<file path="config.mk">
export PLATFORM = sky130hd
export DESIGN_NAME = iq_port_demux
export DESIGN_NICKNAME = d
export VERILOG_FILES = /design/src/rtl/iq_demux_pkg.sv /design/src/rtl/iq_edge_capture.sv /design/src/rtl/iq_chan_steer.sv /design/src/rtl/iq_rate_cfg.sv /design/src/rtl/iq_port_demux.sv
export SDC_FILE = /design/constraint.sdc
export NUM_CORES = 1
export LEC_CHECK = 0
export ABC_CLOCK_PERIOD_IN_PS = 2000
export BUFFER_PORTS_ARGS = -buffer_cell sky130_fd_sc_hd__buf_2
export CAP_MARGIN = 5
export CORE_AREA = 2 2 71 73
export DETAILED_ROUTE_END_ITERATION = 16
export DIE_AREA = 0 0 73 75
export HOLD_SLACK_MARGIN = 0.06
export PLACE_DENSITY = 0.86
export SLEW_MARGIN = 30
export SYNTH_ARGS = -nofsm -noshare
export SYNTH_HDL_FRONTEND = slang
export SYNTH_SLANG_ARGS = --single-unit
</file>
<file path="constraint.sdc">
create_clock -name clk_i -period 2 [get_ports clk_i]
set_input_delay 0.2 -clock clk_i [delete_from_list [all_inputs] [get_ports clk_i]]
set_output_delay 0.2 -clock clk_i [all_outputs]
set_load 0.01 [all_outputs]
</file>
<file path="src/rtl/iq_demux_pkg.sv">
`timescale 1ns/1ps
package iq_demux_pkg;

  typedef enum logic {
    CH_I = 1'b0,
    CH_Q = 1'b1
  } chan_e;

  function automatic chan_e map_tag(input logic tag, input logic inv);
    return chan_e'(tag ^ inv);
  endfunction

endpackage

</file>
<file path="src/rtl/iq_edge_capture.sv">
`timescale 1ns/1ps
module iq_edge_capture
  import iq_demux_pkg::*;
#(
  parameter int DATA_W  = 12,
  parameter bit FALL_EN = 1'b1
) (
  input  logic              clk_i,
  input  logic              rst_ni,
  input  logic              clk_inv_i,
  input  logic              sel_inv_i,
  input  logic [DATA_W-1:0] word_i,
  input  logic              sel_i,
  output logic [DATA_W-1:0] cap_word_o,
  output chan_e             cap_ch_o,
  output logic              cap_vld_o
);

  logic [DATA_W-1:0] src_word;
  logic              src_sel;
  logic              src_vld;

  generate
    if (FALL_EN) begin : g_fall
      logic [DATA_W-1:0] neg_word_q;
      logic              neg_sel_q;
      logic              neg_vld_q;

      always_ff @(negedge clk_i or negedge rst_ni) begin
        if (!rst_ni) begin
          neg_word_q <= '0;
          neg_sel_q  <= 1'b0;
          neg_vld_q  <= 1'b0;
        end else begin
          neg_word_q <= word_i;
          neg_sel_q  <= sel_i;
          neg_vld_q  <= 1'b1;
        end
      end

      // falling-edge sample is retimed so both modes share one latency
      always_comb begin
        if (clk_inv_i) begin
          src_word = neg_word_q;
          src_sel  = neg_sel_q;
          src_vld  = neg_vld_q;
        end else begin
          src_word = word_i;
          src_sel  = sel_i;
          src_vld  = 1'b1;
        end
      end
    end else begin : g_rise
      logic unused_inv;
      assign unused_inv = clk_inv_i;
      assign src_word   = word_i;
      assign src_sel    = sel_i;
      assign src_vld    = 1'b1;
    end
  endgenerate

  always_ff @(posedge clk_i or negedge rst_ni) begin
    if (!rst_ni) begin
      cap_word_o <= '0;
      cap_ch_o   <= CH_I;
      cap_vld_o  <= 1'b0;
    end else begin
      cap_word_o <= src_word;
      cap_ch_o   <= map_tag(src_sel, sel_inv_i);
      cap_vld_o  <= src_vld;
    end
  end

endmodule

</file>
<file path="src/rtl/iq_chan_steer.sv">
`timescale 1ns/1ps
module iq_chan_steer
  import iq_demux_pkg::*;
#(
  parameter int DATA_W = 12
) (
  input  logic              clk_i,
  input  logic              rst_ni,
  input  logic [DATA_W-1:0] cap_word_i,
  input  chan_e             cap_ch_i,
  input  logic              cap_vld_i,
  input  logic              block_pair_i,
  output logic [DATA_W-1:0] i_o,
  output logic [DATA_W-1:0] q_o,
  output logic              pair_valid_o,
  output logic              seq_err_o
);

  logic [DATA_W-1:0] hold_i_q;
  logic              have_prev_q;
  chan_e             prev_ch_q;
  logic              repeat_ch;
  logic              close_pair;

  assign repeat_ch  = cap_vld_i && have_prev_q && (prev_ch_q == cap_ch_i);
  assign close_pair = cap_vld_i && have_prev_q && (prev_ch_q == CH_I)
                      && (cap_ch_i == CH_Q) && !block_pair_i;

  always_ff @(posedge clk_i or negedge rst_ni) begin
    if (!rst_ni) begin
      hold_i_q    <= '0;
      have_prev_q <= 1'b0;
      prev_ch_q   <= CH_I;
    end else if (cap_vld_i) begin
      if (cap_ch_i == CH_I) hold_i_q <= cap_word_i;
      have_prev_q <= 1'b1;
      prev_ch_q   <= cap_ch_i;
    end
  end

  always_ff @(posedge clk_i or negedge rst_ni) begin
    if (!rst_ni) begin
      i_o          <= '0;
      q_o          <= '0;
      pair_valid_o <= 1'b0;
    end else begin
      pair_valid_o <= close_pair;
      if (close_pair) begin
        i_o <= hold_i_q;
        q_o <= cap_word_i;
      end
    end
  end

  always_ff @(posedge clk_i or negedge rst_ni) begin
    if (!rst_ni)        seq_err_o <= 1'b0;
    else if (repeat_ch) seq_err_o <= 1'b1;
  end

endmodule

</file>
<file path="src/rtl/iq_rate_cfg.sv">
`timescale 1ns/1ps
module iq_rate_cfg #(
  parameter int INTERP_W = 2,
  parameter int MULT_W   = (1 << INTERP_W) + 1
) (
  input  logic                clk_i,
  input  logic                rst_ni,
  input  logic [INTERP_W-1:0] interp_i,
  input  logic                zstuff_i,
  output logic [MULT_W-1:0]   rate_mult_o,
  output logic                cfg_bad_o,
  output logic                cfg_err_o
);

  logic [MULT_W-1:0] base_mult;

  assign base_mult   = MULT_W'(1) << interp_i;
  assign rate_mult_o = zstuff_i ? (base_mult << 1) : base_mult;
  // factor 1 cannot carry two interleaved channels
  assign cfg_bad_o   = (interp_i == '0);

  always_ff @(posedge clk_i or negedge rst_ni) begin
    if (!rst_ni) cfg_err_o <= 1'b0;
    else         cfg_err_o <= cfg_bad_o;
  end

endmodule

</file>
<file path="src/rtl/iq_port_demux.sv">
`timescale 1ns/1ps
module iq_port_demux
  import iq_demux_pkg::*;
#(
  parameter int DATA_W   = 12,
  parameter int INTERP_W = 2,
  parameter bit FALL_EN  = 1'b1
) (
  input  logic                  clk_i,
  input  logic                  rst_ni,
  input  logic [DATA_W-1:0]     word_i,
  input  logic                  sel_i,
  input  logic                  sel_inv_i,
  input  logic                  clk_inv_i,
  input  logic [INTERP_W-1:0]   interp_i,
  input  logic                  zstuff_i,
  output logic [DATA_W-1:0]     i_o,
  output logic [DATA_W-1:0]     q_o,
  output logic                  pair_valid_o,
  output logic                  seq_err_o,
  output logic                  cfg_err_o,
  output logic [(1<<INTERP_W):0] rate_mult_o
);

  localparam int MULT_W = (1 << INTERP_W) + 1;

  logic [DATA_W-1:0] cap_word;
  chan_e             cap_ch;
  logic              cap_vld;
  logic              cfg_bad;

  iq_edge_capture #(
    .DATA_W  (DATA_W),
    .FALL_EN (FALL_EN)
  ) capture_i (
    .clk_i      (clk_i),
    .rst_ni     (rst_ni),
    .clk_inv_i  (clk_inv_i),
    .sel_inv_i  (sel_inv_i),
    .word_i     (word_i),
    .sel_i      (sel_i),
    .cap_word_o (cap_word),
    .cap_ch_o   (cap_ch),
    .cap_vld_o  (cap_vld)
  );

  iq_rate_cfg #(
    .INTERP_W (INTERP_W),
    .MULT_W   (MULT_W)
  ) rate_i (
    .clk_i       (clk_i),
    .rst_ni      (rst_ni),
    .interp_i    (interp_i),
    .zstuff_i    (zstuff_i),
    .rate_mult_o (rate_mult_o),
    .cfg_bad_o   (cfg_bad),
    .cfg_err_o   (cfg_err_o)
  );

  iq_chan_steer #(
    .DATA_W (DATA_W)
  ) steer_i (
    .clk_i        (clk_i),
    .rst_ni       (rst_ni),
    .cap_word_i   (cap_word),
    .cap_ch_i     (cap_ch),
    .cap_vld_i    (cap_vld),
    .block_pair_i (cfg_bad),
    .i_o          (i_o),
    .q_o          (q_o),
    .pair_valid_o (pair_valid_o),
    .seq_err_o    (seq_err_o)
  );

endmodule

</file>
# Yosys cells after proc, flatten, opt, wreduce, memory -nomap -nowiden

Index checks and enable logic that the tools add are counted.

Output and inout bits: 32
Input port bits: 20
Bits in latches: 0
Memories kept: 0
Memory bits (writable): 0
Word-level logic and storage cells: 31
Bits in read-only memories: 0
Flip-flop bits (word level): 69

$lt $le $gt $ge: 0
Shifts and indexed selects: 1
Div/mod/pow operators: 0
Equal/unequal tests: 1
Bitwise gates (word level): 3
Add/subtract/negate cells: 0
Multiply operators: 0
Reductions and logical operators: 8
Multiplexer cells: 4

Operator list:

| operator                                                          | number |
|---|---|
| 12-bit 2-to-1 mux                                                 | 1 |
| 1-bit logical AND                                                 | 5 |
| 5-bit 2-to-1 mux                                                  | 1 |
| 1-bit by 2-bit left shift with 5-bit output, first input constant | 1 |
| 2-bit logical NOT                                                 | 1 |
| 1-bit 2-to-1 mux                                                  | 2 |
| 1-bit inverter                                                    | 2 |
| 2-bit AND reduction                                               | 1 |
| 1-bit == test                                                     | 1 |
| 1-bit logical NOT                                                 | 1 |
| 1-bit bitwise XOR                                                 | 1 |

# Depth between registers and ports, before layout

Gate-level depths: netlist of run 1.

Word-level depth: 4
Mapped depth: 4
Mapped depth without buffers: 3

# Hierarchy

From an unflattened synthesis of run 1, not the netlist that was laid out.

Cell total of the unflattened synthesis: 142
Area, all modules: 2,513.7 um^2

By module, submodules not included:

| module          | area an instance (um^2) | instances | seq. area each (um^2) | cells each |
|---|---|---|---|---|
| iq_chan_steer   | 1,503.9                 | 1         | 1,001.0               | 86 |
| iq_edge_capture | 929.6                   | 1         | 700.7                 | 46 |
| iq_rate_cfg     | 80.1                    | 1         | 25.0                  | 10 |

==> results of run 1 <==
## through the flow
| stage | instances | worst slack (ns) |
|---|---|---|
| global placement | 248 | 0.310 |
| finish | 266 | 0.282 |
| detailed placement | 248 | 0.272 |
| floorplan | 143 | 0.323 |
| CTS | 266 | 0.282 |
| global route | 266 | 0.253 |
## repair_timing
action / in CTS / in global routing
hold endpoints to repair: 27 / 0
endpoints found under the setup margin: 0 / 0
setup buffers: 0 / 0
hold buffers: 2 / 0
## cell families after synthesis
family                    count (synthesis)  synth area share [%]
muxes                                    50                  22.9
and+or+nand+nor                          13                  3.47
buffers and inverters                     5                  1.38
DFF                                      69                  70.5
xor gates and xnor gates                  3                  1.07
AOI/OAI and AO/OA                         2                 0.511
other                                     1                 0.153
## worst max-delay path: cells and delay by family, from the launching register on
kind                      cells  cell delay, ns
DFF                           1            0.39
xor gates and xnor gates      1            0.14
muxes                         1            0.08
## registers in the layout (all words and copies together) (netlist names)
name and flops:
steer_i.q_o 12, steer_i.seq_err_o 1, capture_i.cap_word_o 12, steer_i.i_o 12, steer_i.hold_i_q 12, capture_i.g_fall.neg_vld_q 1
steer_i.pair_valid_o 1, capture_i.cap_ch_o 1, capture_i.g_fall.neg_word_q 12, steer_i.have_prev_q 1, capture_i.cap_vld_o 1, steer_i.prev_ch_q 1
capture_i.g_fall.neg_sel_q 1, rate_i.cfg_err_o 1
## cells in the mapped netlist
| library cell | instances |
|---|---|
| and3_1 | 1 |
| clkbuf_1 | 2 |
| o21ai_0 | 1 |
| or2_2 | 1 |
| nor2_1 | 2 |
| buf_6 | 2 |
| nor4b_4 | 1 |
| nand2_1 | 3 |
| buf_1 | 1 |
| nor3_1 | 1 |
| mux2_2 | 49 |
| o21bai_1 | 1 |
| conb_1 | 1 |
| xor2_1 | 1 |
| nand2b_1 | 2 |
| nor2b_1 | 1 |
| mux2i_1 | 1 |
| nor2_2 | 1 |
| dfrtn_1 | 14 |
| dfrtp_1 | 55 |
| xnor2_1 | 2 |
## layer usage
| metal | vias up | part of all wire (%) | global-route usage [%] |
|---|---|---|---|
| met2 | 29 | 54 | 27.9 |
| met3 | 4 | 3.6 | 5.22 |
| li1 | 616 | - | - |
| met4 | 0 | 1.7 | 10.7 |
| met5 | - | 0 | 0 |
| met1 | 682 | 41 | 21.0 |
## layout make-up
| class | instances | area (um^2) | area share (%) |
|---|---|---|---|
| timing repair buffer | 58 | 325 | 10.7 |
| clock buffer | 10 | 138 | 4.54 |
| clock inverter | 6 | 86.3 | 2.85 |
| multi-input combinational | 69 | 689 | 22.7 |
| sequential | 69 | 1730 | 56.9 |
| tap | 54 | 67.6 | 2.23 |
## power groups by stage
stage,clock network [mW],registers [mW],logic [mW]
after floorplan,0,1.99,0.350
after global placement,0,1.89,0.784
after detailed placement,0,1.91,0.814
after CTS,1.25,1.89,0.822
after global routing,1.31,1.92,0.876
final,1.23,1.88,0.806
## final timing paths
path	depth (start not counted)	slack [ns]	startpoint	endpoint
worst max-delay path	2	0.28	capture_i.g_fall.neg_sel_q	capture_i.cap_ch_o
worst min-delay path	2	0.12	word_i[11]	capture_i.cap_word_o[11]
min in group asynchronous	2	0.31	rst_ni	steer_i.seq_err_o
worst min register to register	1	0.49	steer_i.seq_err_o	steer_i.seq_err_o
worst max register to register	2	0.28	capture_i.g_fall.neg_sel_q	capture_i.cap_ch_o
max in group asynchronous	3	0.35	rst_ni	capture_i.g_fall.neg_word_q[3]
==> flow_summary.json, run 1 <==
{
  "power.total_mw": 3.92,
  "synth_area_leaders": "dfrtp_1 56%, mux2_2 23%, dfrtn_1 14%",
  "clock_sinks": 69,
  "power_density_nw_per_um2": 1290,
  "seqPwrFrac_pct": 48.0,
  "swShare_pct": 26.2,
  "post_cts_resize_count": 0,
  "synth_area_leader_cell": "dfrtp_1",
  "ys_types": 21,
  "grt_pass1_wl_um": 6780,
  "gp_congestion": 0.772,
  "routed_wl_um": 4300,
  "die_area_um2": 5480,
  "clockRootBuffer": "clkbuf_8",
  "grt_max_degree": 26,
  "drtIter0Drc": 103,
  "p_leak_nw": 1.41,
  "cp_slowest_stage_delay_ns": 0.39,
  "cp-start-kind": "flop",
  "layout_commonest_cell": "dfrtp_1",
  "vias": 1331,
  "setup_violations": 0,
  "ys.warnings.count": 0,
  "tightest_slew_ns": 0.619,
  "status": "finished, final reports clean",
  "power_frac_comb_pct": 20.6,
  "p_sw_mw": 1.03,
  "final_cell_mix": "55 x dfrtp_1, 51 x buf_2, 49 x mux2_2, 14 x dfrtn_1, 10 x clkbuf_8",
  "cts_max_level": 3,
  "hpwl_um": 3010,
  "grt.overflow.total": 0,
  "path_cells": "mux2i_1, xnor2_1",
  "fillCellCount": 322,
  "fin_util_pct": 65.1,
  "rsz0062_at_grt": "false",
  "clock_path_buffers": 2,
  "die_h_um": 75,
  "clock_skew_ns": 0.0164,
  "synth.avg_cell_area_um2": 17.1,
  "areaGrowthSynthToFinish_pct": 23.8,
  "hold_ws_ns": 0.116,
  "required_ns": 2.22,
  "numCtsBuffers": 9,
  "die_x_um": 73,
  "cell_internal_pwr_mw": 2.89,
  "min_path_type": "input pin to flop",
  "clkPwrFrac_pct": 31.4,
  "hold_viol_final": 0,
  "criticalPathCategory": "flop to flop",
  "fin_tns_setup_ns": 0,
  "post-route-drc-count": 0,
  "grt_usage_pct": 17.5,
  "antenna-diode-count": 0,
  "syn_nets": 163,
  "core_area_um2": 4660,
  "arrival_ns": 1.93,
  "placed_area_um2": 2790,
  "initial_core_util_pct": 52.6,
  "ys_ff_latch": 69,
  "num_io_pins": 52,
  "slew-limit-headroom_pct": 58.7,
  "cts_tree": "done",
  "dr.pass1.iters": 4,
  "syn_inst": 143,
  "clk_pin_slew_ns": 0.08,
  "grt_pass1_vias": 1412,
  "drv_slew": 0,
  "crit_fanout": 1,
  "via_per_inst": 5.00,
  "fin_nets": 227,
  "ir_drop_mv": 0.572,
  "wl_per_cell_um": 16.2,
  "crit_slowest_cell": "dfrtn_1",
  "clk_latency_ns": 0.33,
  "fp-row-count": 25,
  "ant_nets": 0,
  "layout-drive-gt1-share_pct": 58.5,
  "netlist.area_leader.share_pct": 56.2,
  "io_buffers": 51,
  "max-cap-violations": 0,
  "cp-end-kind": "flop",
  "fin_area_um2": 3030,
  "seq_area_frac_synth_pct": 70.5,
  "grt_antenna_before_repair": 0,
  "synth_area_um2": 2450
}
Note: power is estimated with default switching activity, not from simulation.
==> run 2: changes to the inputs <==
- MAX_ROUTING_LAYER: not set -> met4
- PLACE_DENSITY: 0.86 -> not set
- PLACE_DENSITY_LB_ADDON: not set -> 0.25
==> flow_summary.json, run 2 (synthesis results as in run 1) <==
{
  "grt_usage_pct": 17.7,
  "setup_violations": 0,
  "clk_latency_ns": 0.33,
  "core_area_um2": 4660,
  "layout.cells.non_filler": 265,
  "routed_wl_um": 3980,
  "grt_pass1_wl_um": 6700,
  "rsz0062_at_grt": "false",
  "fin_nets": 226,
  "die_x_um": 73,
  "layout_commonest_cell": "dfrtp_1",
  "hpwl_um": 2720,
  "gp_congestion": 0.712,
  "crit_slowest_cell": "dfrtn_1",
  "ant_nets": 0,
  "status": "finished, final reports clean",
  "path_cells": "mux2i_1, xnor2_1",
  "rr_worst_depth": 2,
  "r2r-start": "capture_i.g_fall.neg_sel_q",
  "r2r_setup_slack_ns": 0.28,
  "fin_area_um2": 2990,
  "fp-row-count": 25,
  "via_per_inst": 5.07,
  "clock_skew_ns": 0.0157,
  "timing.rr.end": "capture_i.cap_ch_o",
  "power.total_mw": 3.76,
  "clk_pin_slew_ns": 0.07,
  "ir_drop_mv": 0.669,
  "cts_max_level": 3,
  "wl_per_cell_um": 15.0,
  "cp_num_buf_inv": 0,
  "power_density_nw_per_um2": 1260,
  "max-cap-violations": 0,
  "p_leak_nw": 1.40,
  "fin_tns_setup_ns": 0,
  "numCtsBuffers": 9,
  "layout-drive-gt1-share_pct": 57.8,
  "cp_num_cells": 2,
  "arrival_ns": 1.94,
  "num_io_pins": 52,
  "worst_setup_path_endpoint": "capture_i.cap_ch_o",
  "final_cell_mix": "55 x dfrtp_1, 51 x buf_2, 49 x mux2_2, 14 x dfrtn_1, 10 x clkbuf_8",
  "grt_max_degree": 70,
  "placed_area_um2": 2780,
  "die_area_um2": 5480,
  "antenna-diode-count": 0,
  "cp-end-kind": "flop",
  "grt_pass1_vias": 1432,
  "hold_viol_final": 0,
  "vias": 1344,
  "criticalPathCategory": "flop to flop",
  "die_h_um": 75,
  "clock_path_buffers": 2,
  "required_ns": 2.22,
  "io_buffers": 51,
  "areaGrowthSynthToFinish_pct": 22.2,
  "cts_tree": "done",
  "drtIter0Drc": 63,
  "critPathLaunch": "capture_i.g_fall.neg_sel_q",
  "crit_fanout": 1,
  "cp-start-kind": "flop",
  "clockRootBuffer": "clkbuf_8",
  "grt.overflow.total": 0,
  "drv_slew": 0,
  "clock_sinks": 69,
  "dr.pass1.iters": 4,
  "grt_antenna_before_repair": 0,
  "dp.cells": 247,
  "critPathTopFamily": "flip-flops",
  "post-route-drc-count": 0,
  "min_path_type": "input pin to flop",
  "cp_slowest_stage_delay_ns": 0.39,
  "initial_core_util_pct": 52.6
}
==> run 2: cell count changes in the layout (fill, tap and decap cells not counted) <==
cell,previous run,this run
clkinv_4,1,0
clkinvlp_4,1,0
buf_4,4,3
clkbuf_1,0,1
clkinv_2,2,4
bufinv_16,2,1
==> run 2: layer usage <==
metal  up-vias  routed length (um)  track usage [%]
met5         -                   0                -
met4         0                  66             9.88
met3         6                 227             5.49
met2        40                2010             27.3
met1       681                1680             20.9
li1        617                   -                -
==> run 2: what timing repair did <==
item / in CTS / in global routing
hold endpoints to repair: 56 / 0
hold buffers: 2 / 0
buffers inserted: 0 / 0
resized for setup: 0 / 0
==> run 2: stage by stage <==
| stage | utilization [%] | setup slack [ns] | hold WS [ns] |
|---|---|---|---|
| after floorplan | - | 0.323 | -0.0956 |
| after global placement | 59.7 | 0.306 | 0.239 |
| after detailed placement | 59.7 | 0.270 | 0.247 |
| after CTS | 64.2 | 0.283 | 0.0946 |
| after global routing | 64.2 | 0.226 | 0.110 |
| final | 64.2 | 0.283 | 0.107 |
==> run 2: layout make-up <==
class                      instances  area (um^2)
fill                             344         1670
timing repair buffer              57          318
sequential                        69         1730
multi-input combinational         69          689
clock buffer                      11          141
clock inverter                     5         50.0
tap                               54         67.6
==> run 2: power by group <==
part	internal, mW	switching [mW]	leakage (nW)
Sequential	1.72	0.155	0.805
Clock	0.601	0.482	0.103
Combinational	0.439	0.364	0.493
Total	2.76	1.00	1.40
==> run 2: worst min-delay path by stage <==
stage               start                        to  slack [ns]  depth (start not counted)
3_3_place_gp       rst_ni          rate_i.cfg_err_o        0.24                          2
3_5_place_dp       rst_ni          rate_i.cfg_err_o        0.25                          2
4_1_cts         word_i[2]   capture_i.cap_word_o[2]        0.09                          2
6_report        word_i[2]   capture_i.cap_word_o[2]        0.11                          2
5_1_grt        word_i[11]  capture_i.cap_word_o[11]        0.11                          2
2_1_floorplan      rst_ni        capture_i.cap_ch_o        -0.1                          0
